## src/rtl/bpu_pkg.sv

```systemverilog
package bpu_pkg;

  typedef enum logic [1:0] {
    CHK_NONE = 2'd0,
    CHK_ADDR = 2'd1,
    CHK_DATA = 2'd2
  } chk_kind_e;

endpackage

```

## src/rtl/bpu_xor_tree.sv

```systemverilog
// Balanced XOR reduction, padded with zeros to a power of two.
module bpu_xor_tree #(
  parameter int W = 36
) (
  input  logic [W-1:0] vec,
  output logic         odd
);
  localparam int LV = (W > 1) ? $clog2(W) : 0;
  localparam int P  = 1 << LV;

  for (genvar l = 0; l <= LV; l++) begin : g_lv
    logic [(P >> l)-1:0] node;
    if (l == 0) begin : g_leaf
      assign node = P'(vec);
    end else begin : g_inner
      for (genvar i = 0; i < (P >> l); i++) begin : g_x
        assign node[i] = g_lv[l-1].node[2*i] ^ g_lv[l-1].node[2*i+1];
      end
    end
  end

  assign odd = g_lv[LV].node[0];
endmodule

```

## src/rtl/bpu_role_decode.sv

```systemverilog
// Decides who owns the bus bits this cycle and whether a check is due.
module bpu_role_decode
  import bpu_pkg::*;
(
  input  logic      addr_phase,
  input  logic      txn_active,
  input  logic      role_master,
  input  logic      dir_write,
  input  logic      init_ready,
  input  logic      targ_ready,
  output logic      local_drive,
  output chk_kind_e chk_kind
);
  logic in_data;
  logic local_owns_data;
  logic xfer_done;

  always_comb begin
    in_data         = txn_active && !addr_phase;
    // master owns data on writes, target on reads
    local_owns_data = (role_master == dir_write);
    xfer_done       = in_data && init_ready && targ_ready;

    local_drive = (addr_phase && role_master) || (in_data && local_owns_data);

    if (addr_phase && !role_master)
      chk_kind = CHK_ADDR;
    else if (xfer_done && !local_owns_data)
      chk_kind = CHK_DATA;
    else
      chk_kind = CHK_NONE;
  end
endmodule

```

## src/rtl/bpu_par_drive.sv

```systemverilog
// Parity and enable registers: both lag the covered bits by one clock.
module bpu_par_drive (
  input  logic clk,
  input  logic rst,
  input  logic odd_now,
  input  logic local_drive,
  output logic par_q,
  output logic oe_q
);
  always_ff @(posedge clk) begin
    if (rst) begin
      par_q <= 1'b0;
      oe_q  <= 1'b0;
    end else begin
      par_q <= odd_now;
      oe_q  <= local_drive;
    end
  end
endmodule

```

## src/rtl/bpu_par_check.sv

```systemverilog
// Holds the pending check kind for one clock, then compares the stored
// parity with the received bit and registers a one-clock error pulse.
module bpu_par_check
  import bpu_pkg::*;
(
  input  logic      clk,
  input  logic      rst,
  input  chk_kind_e chk_kind,
  input  logic      calc_par,
  input  logic      par_rx,
  output logic      addr_err_q,
  output logic      data_err_q
);
  chk_kind_e kind_q;
  logic      mismatch;

  assign mismatch = calc_par ^ par_rx;

  always_ff @(posedge clk) begin
    if (rst) begin
      kind_q     <= CHK_NONE;
      addr_err_q <= 1'b0;
      data_err_q <= 1'b0;
    end else begin
      kind_q     <= chk_kind;
      addr_err_q <= (kind_q == CHK_ADDR) && mismatch;
      data_err_q <= (kind_q == CHK_DATA) && mismatch;
    end
  end
endmodule

```

## src/rtl/bus_parity_unit.sv

```systemverilog
module bus_parity_unit
  import bpu_pkg::*;
#(
  parameter int DATA_W = 32,
  parameter int CBE_W  = 4
) (
  input  logic              clk,
  input  logic              rst,
  input  logic [DATA_W-1:0] bus_data,
  input  logic [CBE_W-1:0]  bus_cmd_be,
  input  logic              addr_phase,
  input  logic              txn_active,
  input  logic              role_master,
  input  logic              dir_write,
  input  logic              init_ready,
  input  logic              targ_ready,
  input  logic              parity_in,
  output logic              parity_out,
  output logic              parity_oe,
  output logic              addr_err,
  output logic              data_err
);
  localparam int COVER_W = DATA_W + CBE_W;

  logic      odd_now;
  logic      local_drive;
  chk_kind_e chk_kind;
  logic      par_q;
  logic      oe_q;

  bpu_xor_tree #(.W(COVER_W)) u_tree (
    .vec ({bus_cmd_be, bus_data}),
    .odd (odd_now)
  );

  bpu_role_decode u_dec (
    .addr_phase  (addr_phase),
    .txn_active  (txn_active),
    .role_master (role_master),
    .dir_write   (dir_write),
    .init_ready  (init_ready),
    .targ_ready  (targ_ready),
    .local_drive (local_drive),
    .chk_kind    (chk_kind)
  );

  bpu_par_drive u_drv (
    .clk         (clk),
    .rst         (rst),
    .odd_now     (odd_now),
    .local_drive (local_drive),
    .par_q       (par_q),
    .oe_q        (oe_q)
  );

  // the drive register doubles as the stored calculation for checking
  bpu_par_check u_chk (
    .clk        (clk),
    .rst        (rst),
    .chk_kind   (chk_kind),
    .calc_par   (par_q),
    .par_rx     (parity_in),
    .addr_err_q (addr_err),
    .data_err_q (data_err)
  );

  assign parity_out = par_q;
  assign parity_oe  = oe_q;
endmodule

```

## config.mk

```make
export PLATFORM = sky130hd
export DESIGN_NAME = bus_parity_unit
export DESIGN_NICKNAME = d
export VERILOG_FILES = /design/src/rtl/bpu_pkg.sv /design/src/rtl/bpu_xor_tree.sv /design/src/rtl/bpu_role_decode.sv /design/src/rtl/bpu_par_drive.sv /design/src/rtl/bpu_par_check.sv /design/src/rtl/bus_parity_unit.sv
export SDC_FILE = /design/constraint.sdc
export NUM_CORES = 1
export LEC_CHECK = 0
export BUFFER_PORTS_ARGS = -buffer_cell sky130_fd_sc_hd__buf_2
export CAP_MARGIN = 20
export CORE_UTILIZATION = 38
export DETAILED_ROUTE_END_ITERATION = 10
export GPL_TIMING_DRIVEN = 0
export HOLD_SLACK_MARGIN = 0.15
export PLACE_DENSITY = 0.86
export RECOVER_POWER = 25
export SLEW_MARGIN = 20
export SYNTH_ARGS = -nofsm -noshare
export SYNTH_HDL_FRONTEND = slang
export SYNTH_SLANG_ARGS = --single-unit
```

## constraint.sdc

```tcl
create_clock -name clk -period 5.35 [get_ports clk]
set_clock_uncertainty 0.1 [all_clocks]
set_input_delay 1.07 -clock clk [delete_from_list [all_inputs] [get_ports clk]]
set_output_delay 1.07 -clock clk [all_outputs]
set_load 0.005 [all_outputs]
```

Word-level counts from Yosys, hierarchy flattened
Index checks and enable logic that the tools add are counted.
- bits in registers: 6
- bits of input ports: 45
- output and inout bits: 4
- word-level logic and storage cells: 61
- equal/unequal tests: 3
- mux-type cells: 2
- bitwise operators: 36
- reductions and logical operators: 14
- operators by type and width (cell ; count):
    $xor A1 B1 Y1 ; 36
    $logic_and A1 B1 Y1 ; 9
    $logic_not A1 Y1 ; 3
    $eq A2 B1 Y1 const B ; 1
    $eq A2 B2 Y1 const B ; 1
    $mux W2 ; 1
    $reduce_or A2 Y1 ; 1
    $eq A1 B1 Y1 ; 1
    $logic_or A1 B1 Y1 ; 1
    $mux W1 ; 1

Depth between registers and ports, before layout
Gate-level depths: netlist (run 1).
- depth after elaboration: 7
- mapped depth: 5
- mapped depth without buffers: 5

Cells and area by module
A second synthesis (run 1) with hierarchy kept.
- cells, all modules: 55
- area total of the unflattened synthesis: 536.8 µm²
- by module, submodules not included (module ; times used ; cells each ; area each (µm²) ; sequential area each (µm²)):
    bpu_xor_tree ; 1 ; 34 ; 311.5 ; 0.0
    bpu_par_check ; 1 ; 9 ; 118.9 ; 80.1
    bpu_role_decode ; 1 ; 8 ; 53.8 ; 0.0
    bpu_par_drive ; 1 ; 4 ; 52.6 ; 40.0

Least setup slack after synthesis (run 1)
Ideal clock, no wire load.
- path type: input to register
- start point: input bus_data[26]
- end point: register u_drv.par_q
- setup time: 0.121 ns
- arrival: 2.229 ns
- data required time: 5.129 ns
- setup slack: 2.900 ns
- stages on the path: 5
- path buffers: 0
- path through: xor2_1 xnor2_1 xnor2_1 xnor3_1 mux2_4
- longest elaborated chain between the ends: 6
- ends and longest elaborated chain (item ; line ; RTL):
    from (decl) ; bus_parity_unit.sv:9 ; input logic [DATA_W-1:0] bus_data,
    $xor A1 B1 Y1 (6 in a row) ; bpu_xor_tree.sv:17 ; assign node[i] = g_lv[l-1].node[2*i] ^ g_lv[l-1].node[2*i+1];
    to (signal assigned) ; bpu_par_drive.sv:15 ; par_q <= odd_now;
    to (decl) ; bpu_par_drive.sv:7 ; output logic par_q,
Every way passes these cells.
A chain may end at the register's enable or synchronous reset.

Final worst setup path (run 1)
Same ends and word-level chain as after synthesis.

==> flow_metrics.py, run 1 <==
metrics = {
    "yosys": {
        "synth_edf_count": 0,
        "synthArstFlopShare": 0,
        "synth_most_common_cell": "xnor2_1",
        "synth_seq_cells": 6,
        "synthCells": 52,
        "ys_seq_area_frac": 0.225,
        "synth_area_um2": 533,
        "avgSynthCellArea_um2": 10.3,
        "synth_cell_type_count": 13,
        "ys.flop_type": "dfxtp_1",
        "synthTopCellsByCount": "29 x xnor2_1, 6 x dfxtp_1, 3 x xor2_1",
        "synth_nets": 97,
        "synth_warnings": 0,
        "synth_top_area_frac": 0.477,
        "yosysTopAreaCell": "xnor2_1",
        "synth.area.top_cells": "xnor2_1 48%, dfxtp_1 23%, xnor3_1 8.5%",
    },
    "floorplan": {
        "core_area_mm2": 0.00130,
        "row_count": 13,
        "io_pins": 49,
        "start_util": 0.410,
        "die_width_um": 39.5,
        "die_area_mm2": 0.00156,
        "die_h_um": 39.5,
    },
    "sta": {
        "fin_ws_ns": 2.98,
        "whs_ns": 0.317,
        "setup_tns_ns": 0,
        "hold_viol_final": 0,
        "worst_pin_slew_ns": 0.266,
        "setup_viol": 0,
        "max_freq_mhz": 422,
        "rsz0062_at_grt": "no",
        "period_share": 0.443,
        "max_slew_margin": 0.820,
        "maxSlewViolCount": 0,
        "period_minus_slack_ns": 2.37,
    },
    "power": {
        "irDropWorstVdd_v": 0.000140,
        "switching_share": 0.267,
        "power_density_mw_per_mm2": 250,
        "p_seq_frac": 0.255,
        "switching_power_w": 0.0000542,
        "p_leak_nw": 0.385,
        "comb_power_share": 0.546,
        "clock_power_share": 0.199,
        "p_int_w": 0.000149,
    },
    "clocking": {
        "cts_buffers": 3,
        "cts_tree": "yes",
        "cts_resized": 0,
        "clock_path_buffers": 2,
        "clk_pin_slew_worst_paths_ns": 0.04,
        "cts_root_buf": "clkbuf_4",
        "cts.sinks": 6,
        "cts.htree.levels": 1,
        "clkLatencyLatePin_ns": 0.24,
        "ctsHoldBuffers": 0,
        "cts_setup_buffers": 0,
    },
    "setup_path": {
        "r2r_cells": 2,
        "arrival_ns": 2.40,
        "crit_path_end_kind": "register",
        "start_kind": "primary input",
        "critical_path.max_fanout": 1,
        "criticalPathCategory": "primary input to register",
        "cp.required_ns": 5.38,
    },
    "layout": {
        "final_cells": 118,
        "fin_area_um2": 812,
        "nets": 150,
        "areaGrowthSynthToFinish_pct": 52.3,
        "n_antenna_cell": 0,
        "drive_above_1_share": 0.485,
    },
    "placed_design": {
        "gp_congestion": 0.677,
        "hpwl_um": 900,
        "pre_cts_ws_ns": 2.71,
        "io_buffer_count": 48,
        "dp.cells": 115,
        "placed_cell_area_um2": 792,
    },
    "worst_hold_path": {
        "hold_class": "register to register",
        "hold_depth": 1,
    },
    "job": {
        "cap_viol_max_count": 0,
    },
    "route": {
        "drt_iter0_markers": 0,
        "vias": 521,
        "vias_per_cell": 4.42,
        "ant_nets": 0,
        "drc": 0,
        "finalWirelength_um": 969,
        "wire_per_inst_um": 8.21,
        "drt_first_pass_iters": 1,
    },
    "global_routing": {
        "gr-usage-all-layers": 0.140,
        "grt_first_pass_wirelength_mm": 1.48,
        "grt_pass1_vias": 439,
        "antenna_found_initial": 0,
        "grt-ovfl-total": 0,
        "grt_max_degree": 8,
    },
    "run_status": {
        "outcome": "finished, final reports clean",
    },
}
[power by group through the flow]
stage / registers (W) / logic (W) / clock network (W)
5_1_grt: 0.0000521 / 0.000121 / 0.0000452
6_report: 0.0000517 / 0.000111 / 0.0000404
3_3_place_gp: 0.0000523 / 0.000111 / 0
4_1_cts: 0.0000518 / 0.000113 / 0.0000419
2_1_floorplan: 0.0000530 / 0.0000825 / 0
3_5_place_dp: 0.0000526 / 0.000112 / 0
[worst max-delay path: stages]
cell,delay (ns)
buf_2,0.10
xor2_1,0.16
xnor2_1,0.19
xnor2_1,0.14
xnor3_1,0.43
mux2_4,0.30
[flip-flops by register name (all words and copies together), names as in the netlist]
signal / cells
u_chk.data_err_q: 1
u_drv.oe_q: 1
u_drv.par_q: 1
u_chk.kind_q: 2
u_chk.addr_err_q: 1
[path summary, 6_finish.rpt]
kind	endpoint	from	slack [ns]
worst max-delay path	u_drv.par_q$_SDFF_PP0_	bus_data[26]	2.98
worst min-delay path	u_chk.addr_err_q$_SDFF_PP0_	u_chk.kind_q[1]$_SDFF_PP0_	0.32
worst max register to register	u_chk.data_err_q$_SDFF_PP0_	u_drv.par_q$_SDFF_PP0_	4.43
worst min register to register	u_chk.addr_err_q$_SDFF_PP0_	u_chk.kind_q[1]$_SDFF_PP0_	0.32
[per-stage QoR]
step                utilization  power [W]
floorplan                     -   0.000136
global placement          0.609   0.000163
detailed placement        0.609   0.000164
CTS                       0.626   0.000207
global route              0.624   0.000219
finish                    0.624   0.000203
[cell type report]
type,instances,area [um2]
sequential,6,120
timing repair buffer,48,238
fill,120,489
multi-input combinational,46,413
clock buffer,3,22.5
tap,15,18.8
[routing by layer]
layer,GRT usage,wire length (um),up-vias
li1,-,-,274
met1,0.124,315,209
met2,0.291,527,36
met3,0.0341,112,2
met4,0.0517,13,0
met5,0,0,-
[placed cells by master, fill, tap and decap left out, drive strengths merged, types with 2 or more instances in the layout]
cell     n
nor2     2
dfxtp    6
xnor2   29
clkbuf   5
xnor3    2
nor3     2
xor2     3
buf     46
nor4b    2
[cells by family (layout without fill, tap and decap cells)]
kind of cell    after synthesis  after routing  share of synthesized area
flops                         6              6                      0.225
xor+xnor                     34             34                      0.610
mux                           1              1                     0.0282
buf+inv                       0             51                          0
compound gates                2              2                     0.0282
simple gates                  9              9                      0.108
No activity file was read; power rests on OpenSTA's default activity.
==> inputs of run 2 (changes only) <==
--- a/config.mk
+++ b/config.mk
@@ -7,11 +7,11 @@
 export LEC_CHECK = 0
 export BUFFER_PORTS_ARGS = -buffer_cell sky130_fd_sc_hd__buf_2
 export CAP_MARGIN = 20
-export CORE_UTILIZATION = 38
+export CORE_UTILIZATION = 32
 export DETAILED_ROUTE_END_ITERATION = 10
 export GPL_TIMING_DRIVEN = 0
 export HOLD_SLACK_MARGIN = 0.15
-export PLACE_DENSITY = 0.86
+export PLACE_DENSITY = 0.78
 export RECOVER_POWER = 25
 export SLEW_MARGIN = 20
 export SYNTH_ARGS = -nofsm -noshare
==> constraint.sdc (replaced) <==
create_clock -name clk -period 2 [get_ports clk]
set_clock_uncertainty 0.1 [all_clocks]
set_input_delay 0.4 -clock clk [delete_from_list [all_inputs] [get_ports clk]]
set_output_delay 0.4 -clock clk [all_outputs]
set_load 0.005 [all_outputs]
==> flow_metrics.py, run 2 (synthesis results as in run 1) <==
metrics = {
    "run_status": {
        "outcome": "finished, final reports clean",
    },
    "floorplan": {
        "die_width_um": 42.8,
        "io_pins": 49,
        "die_h_um": 42.8,
        "die_area_mm2": 0.00183,
        "start_util": 0.350,
        "core_area_mm2": 0.00152,
        "row_count": 14,
    },
    "job": {
        "cap_viol_max_count": 0,
    },
    "route": {
        "ant_nets": 0,
        "drt_first_pass_iters": 4,
        "finalWirelength_mm": 1.05,
        "vias": 536,
        "wire_per_inst_um": 8.82,
        "vias_per_cell": 4.50,
        "drc": 0,
        "drt_iter0_markers": 6,
    },
    "placed_design": {
        "pre_cts_ws_ns": 0.0635,
        "io_buffer_count": 48,
        "gp_congestion": 0.583,
        "hpwl_um": 953,
    },
    "setup_path": {
        "criticalPathCategory": "primary input to register",
        "arrival_ns": 1.71,
        "cp_cell_sequence": "buf_2, xor2_1, xnor2_1, xnor2_1, xnor3_1, mux2_4",
        "cpPeakStageDelay_ns": 0.43,
        "start_kind": "primary input",
        "worst_path_most_repeated_cell": "xnor2_1",
        "critPathLaunch": "bus_data[26]",
        "critical_path.max_fanout": 1,
        "cp.required_ns": 2.02,
        "path_buf_inv": 1,
        "critical-path-top-delay-family": "XOR/XNOR gates",
        "crit_path_end_kind": "register",
        "critPathSlowestCell": "xnor3_1",
        "reg2reg_from": "u_drv.par_q$_SDFF_PP0_",
    },
    "power": {
        "clock_power_share": 0.196,
        "p_leak_nw": 0.385,
        "switching_power_w": 0.000147,
        "p_seq_frac": 0.254,
        "switching_share": 0.269,
        "irDropWorstVdd_v": 0.000273,
        "p_int_w": 0.000398,
        "comb_power_share": 0.550,
        "power_density_mw_per_mm2": 670,
    },
    "layout": {
        "drive_above_1_share": 0.485,
        "n_antenna_cell": 0,
        "regMostFlops": "u_chk.kind_q",
        "final_cell_mix": "46 x buf_2, 29 x xnor2_1, 6 x dfxtp_1",
        "largest_register_ffs": 2,
        "final_common_cell": "buf_2",
        "nets": 150,
        "areaGrowthSynthToFinish_pct": 52.6,
    },
    "sta": {
        "max_slew_margin": 0.806,
        "rsz0062_at_grt": "no",
        "setup_tns_ns": 0,
        "setup_viol": 0,
        "worst_pin_slew_ns": 0.291,
        "max_freq_mhz": 592,
        "period_minus_slack_ns": 1.69,
        "maxSlewViolCount": 0,
        "period_share": 0.844,
        "hold_viol_final": 0,
        "fin_ws_ns": 0.311,
    },
    "clocking": {
        "clock_path_buffers": 2,
        "cts_setup_buffers": 0,
        "cts_buffers": 3,
        "cts.sinks": 6,
        "clkLatencyLatePin_ns": 0.24,
        "cts_resized": 0,
        "ctsHoldBuffers": 0,
        "clk_pin_slew_worst_paths_ns": 0.04,
        "cts_tree": "yes",
        "cts.htree.levels": 1,
        "cts_root_buf": "clkbuf_4",
    },
    "global_routing": {
        "gr-usage-all-layers": 0.135,
        "antenna_found_initial": 0,
        "grt_pass1_vias": 531,
        "grt_first_pass_wirelength_mm": 1.88,
        "grt-ovfl-total": 0,
        "grt_max_degree": 8,
    },
    "worst_hold_path": {
        "hold_class": "primary input to register",
        "hold_start": "role_master",
    },
}
run 2: layout make-up:
cell class,count,area (um2)
flip-flops and latches,6,120
multi-input cells,46,413
repair buffers,48,238
fillers,152,711
clock buffers,3,22.5
well taps,16,20.0
run 2: power by group through the flow:
stage	sequential (W)	clock (W)	combinational [W]
finish	0.000138	0.000107	0.000299
floorplan	0.000142	0	0.000221
detailed placement	0.000141	0	0.000301
global placement	0.000141	0	0.000296
global route	0.000139	0.000120	0.000326
CTS	0.000139	0.000112	0.000303
run 2: final timing paths:
kind	end	depth (start not counted)	slack, ns
worst max-delay path	u_drv.par_q$_SDFF_PP0_	6	0.31
worst min-delay path	u_chk.kind_q[0]$_SDFF_PP0_	2	0.30
worst max register to register	u_chk.addr_err_q$_SDFF_PP0_	2	1.10
worst min register to register	u_chk.data_err_q$_SDFF_PP0_	1	0.32
run 2: per-stage QoR:
step | utilization | hold slack (ns) | instances | power [W] | area [um2]
after global routing | 0.534 | 0.298 | 119 | 0.000586 | 813
final | 0.534 | 0.297 | 119 | 0.000545 | 813
after global placement | 0.521 | 0.300 | 116 | 0.000437 | 793
after floorplan | - | 0.290 | 52 | 0.000363 | 533
after detailed placement | 0.521 | 0.317 | 116 | 0.000442 | 793
after CTS | 0.535 | 0.290 | 119 | 0.000554 | 816
run 2: per-layer routing:
metal	up-vias	share of wire	global-route usage	wire length [um]
li1	275	-	-	-
met1	234	0.36	0.130	382
met2	27	0.56	0.270	589
met3	0	0.073	0.0255	77
met4	0	0	0.0563	0
met5	-	0	0	0
==> inputs of run 3 (changes only) <==
==> constraint.sdc (replaced) <==
create_clock -name clk -period 1.4 [get_ports clk]
set_clock_uncertainty 0.1 [all_clocks]
set_input_delay 0.28 -clock clk [delete_from_list [all_inputs] [get_ports clk]]
set_output_delay 0.28 -clock clk [all_outputs]
set_load 0.005 [all_outputs]
==> flow_metrics.py, run 3 (synthesis results as in run 1) <==
metrics = {
    "run_status": {
        "outcome": "finished with violations",
        "violations": "negative setup slack",
    },
    "power": {
        "switching_share": 0.268,
        "power_w": 0.000790,
        "p_seq_frac": 0.249,
        "power_density_mw_per_mm2": 930,
        "p_leak_nw": 0.409,
        "p_int_w": 0.000578,
        "comb_power_share": 0.556,
        "irDropWorstVdd_v": 0.000523,
        "switching_power_w": 0.000212,
        "clock_power_share": 0.194,
    },
    "floorplan": {
        "die_area_mm2": 0.00183,
        "row_count": 14,
        "io_pins": 49,
        "core_area_mm2": 0.00152,
        "start_util": 0.350,
        "die_h_um": 42.8,
        "die_width_um": 42.8,
    },
    "clocking": {
        "cts_tree": "yes",
        "cts_buffers": 3,
        "clock_path_buffers": 2,
        "clk_pin_slew_worst_paths_ns": 0.04,
        "cts.sinks": 6,
        "ctsHoldBuffers": 0,
        "cts_setup_buffers": 0,
        "clkLatencyLatePin_ns": 0.24,
        "cts.htree.levels": 1,
        "cts_root_buf": "clkbuf_4",
    },
    "layout": {
        "largest_register_ffs": 2,
        "fin_util": 0.557,
        "nets": 150,
        "drive_above_1_share": 0.524,
        "final_common_cell": "buf_2",
        "n_fill_cell": 145,
        "n_antenna_cell": 0,
        "areaGrowthSynthToFinish_pct": 59.4,
        "regMostFlops": "u_chk.kind_q",
        "final_cell_mix": "45 x buf_2, 26 x xnor2_1, 6 x dfxtp_1",
        "fin_area_um2": 850,
    },
    "setup_path": {
        "cp.required_ns": 1.43,
        "crit_path_end_kind": "register",
        "criticalPathCategory": "primary input to register",
        "arrival_ns": 1.60,
        "critical_path.max_fanout": 1,
        "start_kind": "primary input",
    },
    "route": {
        "vias_per_cell": 4.58,
        "drt_iter0_markers": 3,
        "drc": 0,
        "ant_nets": 0,
        "vias": 545,
        "wire_per_inst_um": 8.34,
        "finalWirelength_um": 993,
        "drt_first_pass_iters": 3,
    },
    "global_routing": {
        "grt_first_pass_wirelength_mm": 1.63,
        "grt_max_degree": 8,
        "grt_pass1_vias": 480,
        "met2_usage": 0.233,
        "busiest_layer": "met2",
        "gr-usage-all-layers": 0.120,
        "use_met3": 0.0383,
        "use_met1": 0.0992,
        "antenna_found_initial": 0,
        "grt-ovfl-total": 0,
    },
    "sta": {
        "max_slew_margin": 0.843,
        "setup_viol": 1,
        "fin_ws_ns": -0.171,
        "worst_pin_slew_ns": 0.233,
        "hold_viol_final": 0,
        "period_share": 1.12,
        "period_minus_slack_ns": 1.57,
        "rsz0062_at_grt": "yes",
        "setup_tns_ns": -0.171,
        "maxSlewViolCount": 0,
        "max_freq_mhz": 636,
    },
    "placed_design": {
        "gp_congestion": 0.672,
        "hpwl_um": 871,
        "io_buffer_count": 48,
        "placed_cell_area_um2": 801,
        "pre_cts_ws_ns": -0.438,
    },
    "job": {
        "cap_viol_max_count": 0,
    },
    "worst_hold_path": {
        "hold_class": "primary input to register",
    },
}
run 3: changes by cell type in the layout (fill, tap and decap cells not counted), sizes merged:
cell    before  now
clkbuf       5    4
buf         46   47
run 3: final timing paths:
kind,start,to,slack [ns],cells past startpoint
max reg2reg,u_drv.par_q$_SDFF_PP0_,u_chk.data_err_q$_SDFF_PP0_,0.52,2
min,rst,u_drv.oe_q$_SDFF_PP0_,0.19,2
min reg2reg,u_chk.kind_q[0]$_SDFF_PP0_,u_chk.data_err_q$_SDFF_PP0_,0.31,1
max,bus_cmd_be[0],u_drv.par_q$_SDFF_PP0_,-0.17,6
run 3: power groups by stage:
| stage | clock network [W] | registers [W] | logic (W) |
|---|---|---|---|
| after floorplan | 0 | 0.000203 | 0.000317 |
| after global placement | 0 | 0.000200 | 0.000428 |
| after detailed placement | 0 | 0.000200 | 0.000435 |
| after CTS | 0.000159 | 0.000197 | 0.000447 |
| after global routing | 0.000171 | 0.000197 | 0.000471 |
| final | 0.000154 | 0.000197 | 0.000440 |
run 3: repair_timing:
action / CTS / global route
pin swaps: 4 / 0
endpoints found under the setup margin: 1 / 1
resized for setup: 4 / 0
run 3: metrics by stage:
stage | instances | hold slack [ns]
final | 119 | 0.195
after global routing | 119 | 0.191
after CTS | 119 | 0.172
after detailed placement | 116 | 0.303
after global placement | 116 | 0.297
after floorplan | 52 | 0.252
run 3: routing by layer:
metal,vias to the layer above,share of wire
li1,275,-
met1,234,0.32
met2,34,0.56
met3,2,0.099
met4,0,0.014
met5,-,0
run 3: area by class of cell:
| cell class | count | area [um2] | area share |
|---|---|---|---|
| well taps | 16 | 20.0 | 0.0236 |
| multi-input cells | 46 | 435 | 0.513 |
| flip-flops and latches | 6 | 120 | 0.141 |
| repair buffers | 48 | 251 | 0.296 |
| clock buffers | 3 | 22.5 | 0.0265 |
run 3: critical path: stages:
cell	delay [ns]
buf_2	0.11
xnor2_2	0.14
xnor2_1	0.19
xnor2_1	0.14
xnor3_1	0.44
mux2_4	0.30
